$ cat config.mk
export PLATFORM = sky130hd
export DESIGN_NAME = wdog_keyed
export DESIGN_NICKNAME = d
export VERILOG_FILES = /design/src/rtl/wdog_pkg.sv /design/src/rtl/wdog_lock.sv /design/src/rtl/wdog_cfg_regs.sv /design/src/rtl/wdog_core.sv /design/src/rtl/wdog_keyed.sv
export SDC_FILE = /design/constraint.sdc
export NUM_CORES = 1
export LEC_CHECK = 0
export BUFFER_PORTS_ARGS = -buffer_cell sky130_fd_sc_hd__buf_2
export CAP_MARGIN = 30
export CORE_ASPECT_RATIO = 1.5
export CORE_UTILIZATION = 46
export DETAILED_ROUTE_END_ITERATION = 8
export GPL_TIMING_DRIVEN = 0
export PLACE_DENSITY = 0.78
export SLEW_MARGIN = 5
export SYNTH_ARGS = -nofsm -noshare
export SYNTH_HDL_FRONTEND = slang
export SYNTH_HIERARCHICAL = 1
export SYNTH_SLANG_ARGS = --single-unit
$ cat constraint.sdc
create_clock -name clk -period 9.5 [get_ports clk]
set_clock_uncertainty 0.05 [all_clocks]
set_input_delay 1.9 -clock clk [delete_from_list [all_inputs] [get_ports clk]]
set_output_delay 1.9 -clock clk [all_outputs]
set_load 0.02 [all_outputs]
$ cat src/rtl/wdog_pkg.sv
// Shared constants and types for the key-protected watchdog.
// Assumes byte offsets fit in 8 bits; the top truncates them to ADDR_W.
package wdog_pkg;
    localparam logic [7:0]  OFS_CFG  = 8'h00;
    localparam logic [7:0]  OFS_CNT  = 8'h08;
    localparam logic [7:0]  OFS_SCL  = 8'h10;
    localparam logic [7:0]  OFS_FEED = 8'h18;
    localparam logic [7:0]  OFS_KEY  = 8'h1C;
    localparam logic [7:0]  OFS_CMP  = 8'h20;

    localparam logic [31:0] UNLOCK_WORD  = 32'h0051_F15E;
    localparam logic [31:0] RESTART_WORD = 32'h0D09_F00D;

    localparam int SCALE_W   = 4;
    localparam int B_RSTEN   = 8;
    localparam int B_ZERO    = 9;
    localparam int B_ALWAYS  = 12;
    localparam int B_AWAKE   = 13;
    localparam int B_PEND    = 28;

    typedef struct packed {
        logic               pend;
        logic               run_awake;
        logic               run_always;
        logic               zero_en;
        logic               rst_en;
        logic [SCALE_W-1:0] scale;
    } wd_cfg_t;
endpackage

$ cat src/rtl/wdog_lock.sv
// Unlock gate: opened by the key word, closed by a wrong key or by any
// protected write. Assumes at most one register write per cycle.
module wdog_lock (
    input  logic        clk,
    input  logic        rst_n,
    input  logic        wr_en,
    input  logic        key_sel,
    input  logic        prot_sel,
    input  logic [31:0] wdata,
    output logic        open_o,
    output logic        grant_o
);
    import wdog_pkg::*;

    // A protected write is granted only while the gate is open.
    assign grant_o = wr_en & prot_sel & open_o;

    // Track the gate state: key writes set or clear, protected writes consume.
    always_ff @(posedge clk) begin
        if (!rst_n) begin
            open_o <= 1'b0;
        end else if (wr_en && key_sel) begin
            open_o <= (wdata == UNLOCK_WORD);
        end else if (wr_en && prot_sel) begin
            open_o <= 1'b0;
        end
    end
endmodule

$ cat src/rtl/wdog_cfg_regs.sv
// Settings and threshold storage plus the sticky pending flag.
// Assumes write enables are already qualified by the unlock gate.
module wdog_cfg_regs #(
    parameter int CMP_W = 16
) (
    input  logic                 clk,
    input  logic                 rst_n,
    input  logic                 cfg_we,
    input  logic                 cmp_we,
    input  wdog_pkg::wd_cfg_t    cfg_wdata,
    input  logic [CMP_W-1:0]     cmp_wdata,
    input  logic                 match,
    output wdog_pkg::wd_cfg_t    cfg_o,
    output logic [CMP_W-1:0]     cmp_o
);
    import wdog_pkg::*;

    // Store the mode, enable and scale fields on a granted settings write.
    always_ff @(posedge clk) begin
        if (!rst_n) begin
            cfg_o.scale      <= '0;
            cfg_o.rst_en     <= 1'b0;
            cfg_o.zero_en    <= 1'b0;
            cfg_o.run_always <= 1'b0;
            cfg_o.run_awake  <= 1'b0;
        end else if (cfg_we) begin
            cfg_o.scale      <= cfg_wdata.scale;
            cfg_o.rst_en     <= cfg_wdata.rst_en;
            cfg_o.zero_en    <= cfg_wdata.zero_en;
            cfg_o.run_always <= cfg_wdata.run_always;
            cfg_o.run_awake  <= cfg_wdata.run_awake;
        end
    end

    // Pending flag: set by a match, cleared only by writing zero; set wins.
    always_ff @(posedge clk) begin
        if (!rst_n) begin
            cfg_o.pend <= 1'b0;
        end else if (match) begin
            cfg_o.pend <= 1'b1;
        end else if (cfg_we && !cfg_wdata.pend) begin
            cfg_o.pend <= 1'b0;
        end
    end

    // Threshold register, loaded on a granted threshold write.
    always_ff @(posedge clk) begin
        if (!rst_n) begin
            cmp_o <= '0;
        end else if (cmp_we) begin
            cmp_o <= cmp_wdata;
        end
    end
endmodule

$ cat src/rtl/wdog_core.sv
// Counter, power-of-two scaler, threshold comparator and reset pulse shaper.
// Assumes the restart request is already qualified by the unlock gate.
module wdog_core #(
    parameter int CNT_W = 31,
    parameter int CMP_W = 16
) (
    input  logic                 clk,
    input  logic                 rst_n,
    input  wdog_pkg::wd_cfg_t    cfg,
    input  logic [CMP_W-1:0]     cmp,
    input  logic                 core_awake,
    input  logic                 restart,
    output logic [CNT_W-1:0]     cnt_o,
    output logic [CMP_W-1:0]     scaled_o,
    output logic                 match_o,
    output logic                 rst_pulse_o
);
    logic run;
    logic arm;
    logic arm_q;

    // Scaled view of the counter and the threshold comparison.
    assign scaled_o = CMP_W'(cnt_o >> cfg.scale);
    assign match_o  = (scaled_o >= cmp);
    assign run      = cfg.run_always | (cfg.run_awake & core_awake);
    assign arm      = match_o & cfg.rst_en;

    // Counter: restart first, then auto-zero on match, else advance if running.
    always_ff @(posedge clk) begin
        if (!rst_n) begin
            cnt_o <= '0;
        end else if (restart) begin
            cnt_o <= '0;
        end else if (match_o && cfg.zero_en) begin
            cnt_o <= '0;
        end else if (run) begin
            cnt_o <= cnt_o + 1'b1;
        end
    end

    // Emit one reset pulse on the first cycle of each armed match run.
    always_ff @(posedge clk) begin
        if (!rst_n) begin
            arm_q       <= 1'b0;
            rst_pulse_o <= 1'b0;
        end else begin
            arm_q       <= arm;
            rst_pulse_o <= arm & ~arm_q;
        end
    end
endmodule

$ cat src/rtl/wdog_keyed.sv
// Top of the key-protected watchdog: address decode, read multiplexer and
// wiring of the unlock gate, register bank and counting core.
// Assumes single-cycle register writes and combinational reads.
module wdog_keyed #(
    parameter int ADDR_W = 8,
    parameter int CNT_W  = 31,
    parameter int CMP_W  = 16
) (
    input  logic              clk,
    input  logic              rst_n,
    input  logic              reg_wr,
    input  logic [ADDR_W-1:0] reg_addr,
    input  logic [31:0]       reg_wdata,
    output logic [31:0]       reg_rdata,
    input  logic              core_awake,
    output logic              irq_out,
    output logic              rst_pulse
);
    import wdog_pkg::*;

    localparam logic [ADDR_W-1:0] A_CFG  = ADDR_W'(OFS_CFG);
    localparam logic [ADDR_W-1:0] A_CNT  = ADDR_W'(OFS_CNT);
    localparam logic [ADDR_W-1:0] A_SCL  = ADDR_W'(OFS_SCL);
    localparam logic [ADDR_W-1:0] A_FEED = ADDR_W'(OFS_FEED);
    localparam logic [ADDR_W-1:0] A_KEY  = ADDR_W'(OFS_KEY);
    localparam logic [ADDR_W-1:0] A_CMP  = ADDR_W'(OFS_CMP);

    logic              sel_cfg, sel_feed, sel_key, sel_cmp, sel_prot;
    logic              lock_open;
    logic              grant;
    logic              restart_ok;
    logic              hit_match;
    wd_cfg_t           cfg_q;
    wd_cfg_t           cfg_in;
    logic [CMP_W-1:0]  cmp_value;
    logic [CNT_W-1:0]  cnt_value;
    logic [CMP_W-1:0]  scaled;

    // Address decode of the write targets.
    assign sel_cfg  = (reg_addr == A_CFG);
    assign sel_feed = (reg_addr == A_FEED);
    assign sel_key  = (reg_addr == A_KEY);
    assign sel_cmp  = (reg_addr == A_CMP);
    assign sel_prot = sel_cfg | sel_feed | sel_cmp;

    // Field extraction of a settings write.
    assign cfg_in.scale      = reg_wdata[SCALE_W-1:0];
    assign cfg_in.rst_en     = reg_wdata[B_RSTEN];
    assign cfg_in.zero_en    = reg_wdata[B_ZERO];
    assign cfg_in.run_always = reg_wdata[B_ALWAYS];
    assign cfg_in.run_awake  = reg_wdata[B_AWAKE];
    assign cfg_in.pend       = reg_wdata[B_PEND];

    assign restart_ok = grant & sel_feed & (reg_wdata == RESTART_WORD);
    assign irq_out    = cfg_q.pend;

    wdog_lock u_lock (
        .clk      (clk),
        .rst_n    (rst_n),
        .wr_en    (reg_wr),
        .key_sel  (sel_key),
        .prot_sel (sel_prot),
        .wdata    (reg_wdata),
        .open_o   (lock_open),
        .grant_o  (grant)
    );

    wdog_cfg_regs #(.CMP_W(CMP_W)) u_regs (
        .clk       (clk),
        .rst_n     (rst_n),
        .cfg_we    (grant & sel_cfg),
        .cmp_we    (grant & sel_cmp),
        .cfg_wdata (cfg_in),
        .cmp_wdata (reg_wdata[CMP_W-1:0]),
        .match     (hit_match),
        .cfg_o     (cfg_q),
        .cmp_o     (cmp_value)
    );

    wdog_core #(.CNT_W(CNT_W), .CMP_W(CMP_W)) u_core (
        .clk         (clk),
        .rst_n       (rst_n),
        .cfg         (cfg_q),
        .cmp         (cmp_value),
        .core_awake  (core_awake),
        .restart     (restart_ok),
        .cnt_o       (cnt_value),
        .scaled_o    (scaled),
        .match_o     (hit_match),
        .rst_pulse_o (rst_pulse)
    );

    // Read multiplexer over the register offsets.
    always_comb begin
        reg_rdata = '0;
        case (reg_addr)
            A_CFG: begin
                reg_rdata[SCALE_W-1:0] = cfg_q.scale;
                reg_rdata[B_RSTEN]     = cfg_q.rst_en;
                reg_rdata[B_ZERO]      = cfg_q.zero_en;
                reg_rdata[B_ALWAYS]    = cfg_q.run_always;
                reg_rdata[B_AWAKE]     = cfg_q.run_awake;
                reg_rdata[B_PEND]      = cfg_q.pend;
            end
            A_CNT:   reg_rdata = 32'(cnt_value);
            A_SCL:   reg_rdata = 32'(scaled);
            A_KEY:   reg_rdata = {31'b0, lock_open};
            A_CMP:   reg_rdata = 32'(cmp_value);
            default: reg_rdata = '0;
        endcase
    end
endmodule

---- Word level (Yosys, flattened, before mapping) ----
Index checks and enable logic that the tools add are counted.
Widths: inputs -> output; s select.
cells by class
  div/mod/pow operators ................... 0
  reduce and logical (&&, ||, !) cells .... 9
  magnitude comparators ................... 1
  bitwise gates (word level) .............. 14
  muxes and demuxes ....................... 12
  $mul .................................... 0
  add/subtract/negate cells ............... 1
  shift operators ......................... 1
  equal/unequal tests ..................... 7
operators by type and width
  cell                   number
  $pmux 14 s3            1
  $eq 32x23->1 const B   1
  $eq 32x28->1 const B   1
  $add 31x1->31 const B  1
  $shr 31x4->16          1
  $eq 8x5->1 const B     3
  $pmux 4 s5             1
  $ge 16x16->1           1
  $pmux 2 s4             2
  $pmux 4 s3             1
  $and 1x1->1            9
  $eq 8x4->1 const B     1
  $eq 8x6->1 const B     1
  $logic_not 8->1        1
  $pmux 2 s3             1
  $logic_and 1x1->1      4
  $mux 1                 4
  $reduce_bool 2->1      2
  $or 1x1->1             3
  $reduce_or 3->1        1
  $mux 2                 1
  $not 1->1              2
  $pmux 1 s2             1
  $logic_not 1->1        1
storage, ports and cells
  memories ................................ 0
  bits in registers ....................... 59
  ROM bits ................................ 0
  bits in latches ......................... 0
  input port bits ......................... 44
  output and inout port bits .............. 34
  RAM bits ................................ 0

---- Logic depth before layout (Yosys ltp) ----
  depth in word-level cells ............... 9
  gate-level depth with buffers ........... 15

---- Hierarchy ----
The synthesis kept the hierarchy.
by module, submodules not included
  module         cells an instance  instances  area each (um^2)  sequential area each (um^2)
  wdog_core      366                1          3000.4            660.6
  wdog_cfg_regs  81                 1          953.4             500.5
  wdog_keyed     104                1          795.8             0.0
  wdog_lock      17                 1          151.4             20.0

---- Least setup slack after synthesis ----
Ideal clock, no wire load.
  path kind ............................... input port to output port
  start point ............................. in reg_addr[5]
  end point ............................... out reg_rdata[2]
  data arrival time ....................... 3097 ps
  required time ........................... 7550 ps
  slack ................................... 4453 ps
  path buffers ............................ 2
  stages on the path ...................... 5
  cell sequence ........................... buf_6 nor4_4 buf_2 a22oi_1 o211ai_1
on the way
  word-level cells in the longest chain between the ends .. 2
RTL lines
  element                                   RTL line          RTL
  start: declaration                        wdog_keyed.sv:12  input logic [ADDR_W-1:0] reg_addr,
  $eq 8x6->1, or another cell as far along  wdog_keyed.sv:96  case (reg_addr)
  $pmux 4 s5 (*)                            wdog_keyed.sv:96
  end: declaration                          wdog_keyed.sv:14  output logic [31:0] reg_rdata,
Mark *: on every way between the ends. The rest lies on a longest branch, timed or not.

---- Worst setup path in the final report ----
  start point ............................. in reg_addr[4]
  end point ............................... out reg_rdata[2]
The elaborated chain is that of the path after synthesis.

==> run metrics <==
Power, Total 0.000647 W; sequential fraction of design power 0.384; syn_nets 629; first-pass GRT wire length 25.2 mm; CP Class input pin to output port; Clock Latency Late Sink 0.34 ns; Total Routing Usage GR 0.302; Clk pwr share 0.562; GP Congestion 0.965; pre-CTS WS 3.89 ns; GR Overflow Total 0; Sw Pwr 0.000143 W; area of the core 10200 µm²; FMAX 0.176 GHz; Placed Area 5450 µm²; HP Class flop to flop; power per cell area 112 nW/µm²; Inserted Diodes 0; final hold viol count 0; YS warnings 6; sequential-to-total area share from yosys stat 0.241; TNS Setup 0 ns; number of synthesized register bits 59; Routed Wire Length 16.3 mm; number of synthesized flops with an enable pin 0; clk sinks 59; Critical Path Fanout Max 10; setup fix buffers added after clock tree synthesis 0; starting density of the core 0.478; largest net degree at the start of global routing 13; Min Hold Slack 0.464 ns; vias per cell 6.01; layout cell share with drive strength beyond 1 0.231; CTS tree yes; Syn Inst Count 568; Slew @ Worst Pin 0.628 ns; Max-Cap Viols 0; Routed Antenna Nets 0; via count 4805; Leakage 2.29 nW; Avg WL per Cell 20.3 µm; clock transition at the registers of the reported paths 0.05 ns; final worst slack 3.82 ns; post-layout instance area 5780 µm²; status finished, final reports clean; final setup fails 0; Slew Viols, Final 0; R2R Setup Slk 5.29 ns; CP Capture Type output port; CTS root buf clkbuf_16; layout net count 715; vias in the first global route 4687; # IOs 78; Peak VDD IR 0.0843 mV; 1st-iter DRT viols 268; post-cts resize count 0; CTS H-tree depth 3; drt first pass iters 5; Clock Path Buffers 2; Rows 45; Async S/R FF share, synth 0; sw frac 0.221; minimum clock period 5.68 ns; drc violations 0; final period utilization 0.598; Comb pwr share 0.054; Die Y 128 µm; Die Wd 86.3 µm; Post-Syn Area per Cell 8.63 µm²; hold buffer count at cts 0; number of library cell types mapped by synthesis 69; cell area after synthesis 4900 µm²; FF-to-FF path depth 14; worst endpoint required time 7.55 ns; Die ar. 11100 µm²; Detailed Place HPWL 12.7 mm; RSZ-0062 raised after global routing false; Layout area overhead 17.9%; crit path DAT 3.73 ns; Primary FF master, synth dfxtp_1; slew margin rel. 0.578; internal power 0.000504 W; CTS Buf Count 9; PortBufs 75; Hold Crit Depth 1; initial antenna violation count 0; Startpoint Class input pin
## final timing paths
check | start | endpoint
min reg2reg | u_core/arm_q | u_core/rst_pulse_o
min | u_core/arm_q | u_core/rst_pulse_o
max reg2reg | u_regs/cfg_o[0] | u_core/cnt_o[1]
max | reg_addr[4] | reg_rdata[2]
## layout by cell type, fill, tap and decap left out, types with 4 or more instances in the layout
cell type   n
inv_1      19
nand3_1    24
clkbuf_16   9
dfxtp_1    59
clkbuf_1   15
a21oi_1    22
a211oi_1    4
o211ai_1    5
o21ai_0    16
mux2i_1    59
and2_1      5
a22oi_1     5
xnor2_1     4
a221o_1    11
buf_2      87
nand4_1    20
buf_4       9
and3_1     29
or3_1       4
mux4_2      7
nor2b_1    27
nand2b_1    4
and4b_1     4
nand2_1    37
ha_1       17
xor2_1     23
nor2_1     48
mux2_2     10
nor3_1      7
## power groups by stage
stage	logic [W]	clock network, W	registers, W
after floorplan	0.0000137	0	0.000254
after global placement	0.0000337	0	0.000253
after detailed placement	0.0000344	0	0.000253
after CTS	0.0000346	0.000366	0.000248
after global routing	0.0000373	0.000380	0.000248
final	0.0000351	0.000364	0.000248
## synth_stat cells, types with 2 or more instances
library cell	count	area, µm²
dfxtp_1	59	1180
mux2i_1	59	591
nor2_1	48	180
nand2_1	37	139
and3_1	29	181
nor2b_1	27	169
nand3_1	24	120
xor2_1	23	201
a21oi_1	22	110
nand4_1	20	125
inv_1	19	71.3
ha_1	17	213
o21ai_0	16	80.1
clkbuf_1	15	56.3
buf_2	12	60.1
a221o_1	11	110
mux2_2	10	113
buf_4	9	67.6
mux4_2	7	158
nor3_1	7	35.0
a22oi_1	5	37.5
and2_1	5	31.3
o211ai_1	5	37.5
a211oi_1	4	30.0
and4b_1	4	40.0
nand2b_1	4	25.0
or3_1	4	25.0
xnor2_1	4	35.0
a21o_1	3	22.5
a31oi_1	3	18.8
and4_1	3	26.3
mux4_1	3	78.8
nor4_1	3	18.8
nor4_4	3	63.8
nor4b_1	3	26.3
nor4bb_1	3	30.0
o21a_1	3	22.5
buf_6	2	22.5
nor3b_1	2	15.0
nor4b_2	2	30.0
## kinds of logic after synthesis
| logic type | Yosys count | share of synthesized area |
|---|---|---|
| XOR/XNOR | 27 | 0.0482 |
| buffers and inverters | 61 | 0.0654 |
| AO/OA/AOI/OAI | 82 | 0.117 |
| multiplexers | 79 | 0.192 |
| adder cells (fa/ha/maj) | 17 | 0.0434 |
| other | 1 | 0.000765 |
| flip-flops | 59 | 0.241 |
| AND/OR/NAND/NOR | 242 | 0.293 |
## layer usage
layer / GRT usage / vias to the layer above / share of wire
li1: - / 2257 / -
met1: 0.316 / 2292 / 0.37
met2: 0.542 / 188 / 0.51
met3: 0.0481 / 68 / 0.045
met4: 0.217 / 0 / 0.071
met5: 0 / - / 0
## metrics by stage
stage           util  cells
2_1_floorplan      -    568
3_3_place_gp   0.532    784
3_5_place_dp   0.532    784
4_1_cts        0.564    799
5_1_grt        0.564    799
6_report       0.564    799
## worst max-delay path: stages
cell      delay [ns]
buf_2           0.15
nor4_4          0.60
buf_2           0.41
buf_4           0.22
nand3_1         0.09
o211ai_1        0.14
buf_2           0.20
## flip-flops by register name, summed over array words and instances, names as in the netlist
signal / count
u_core/arm_q: 1
u_regs/cmp_o: 16
u_core/rst_pulse_o: 1
u_regs/cfg_o: 9
u_lock/open_o: 1
u_core/cnt_o: 31
## final cells by class
type / count / area, µm²
Tap cell: 141 / 176
Clock buffer: 11 / 253
Multi-Input combinational cell: 448 / 3400
Buffer: 41 / 245
Timing Repair Buffer: 75 / 375
Inverter: 20 / 75.1
Clock inverter: 4 / 73.8
Fill cell: 949 / 4470
Sequential cell: 59 / 1180
Note: power is estimated with default switching activity, not from simulation.
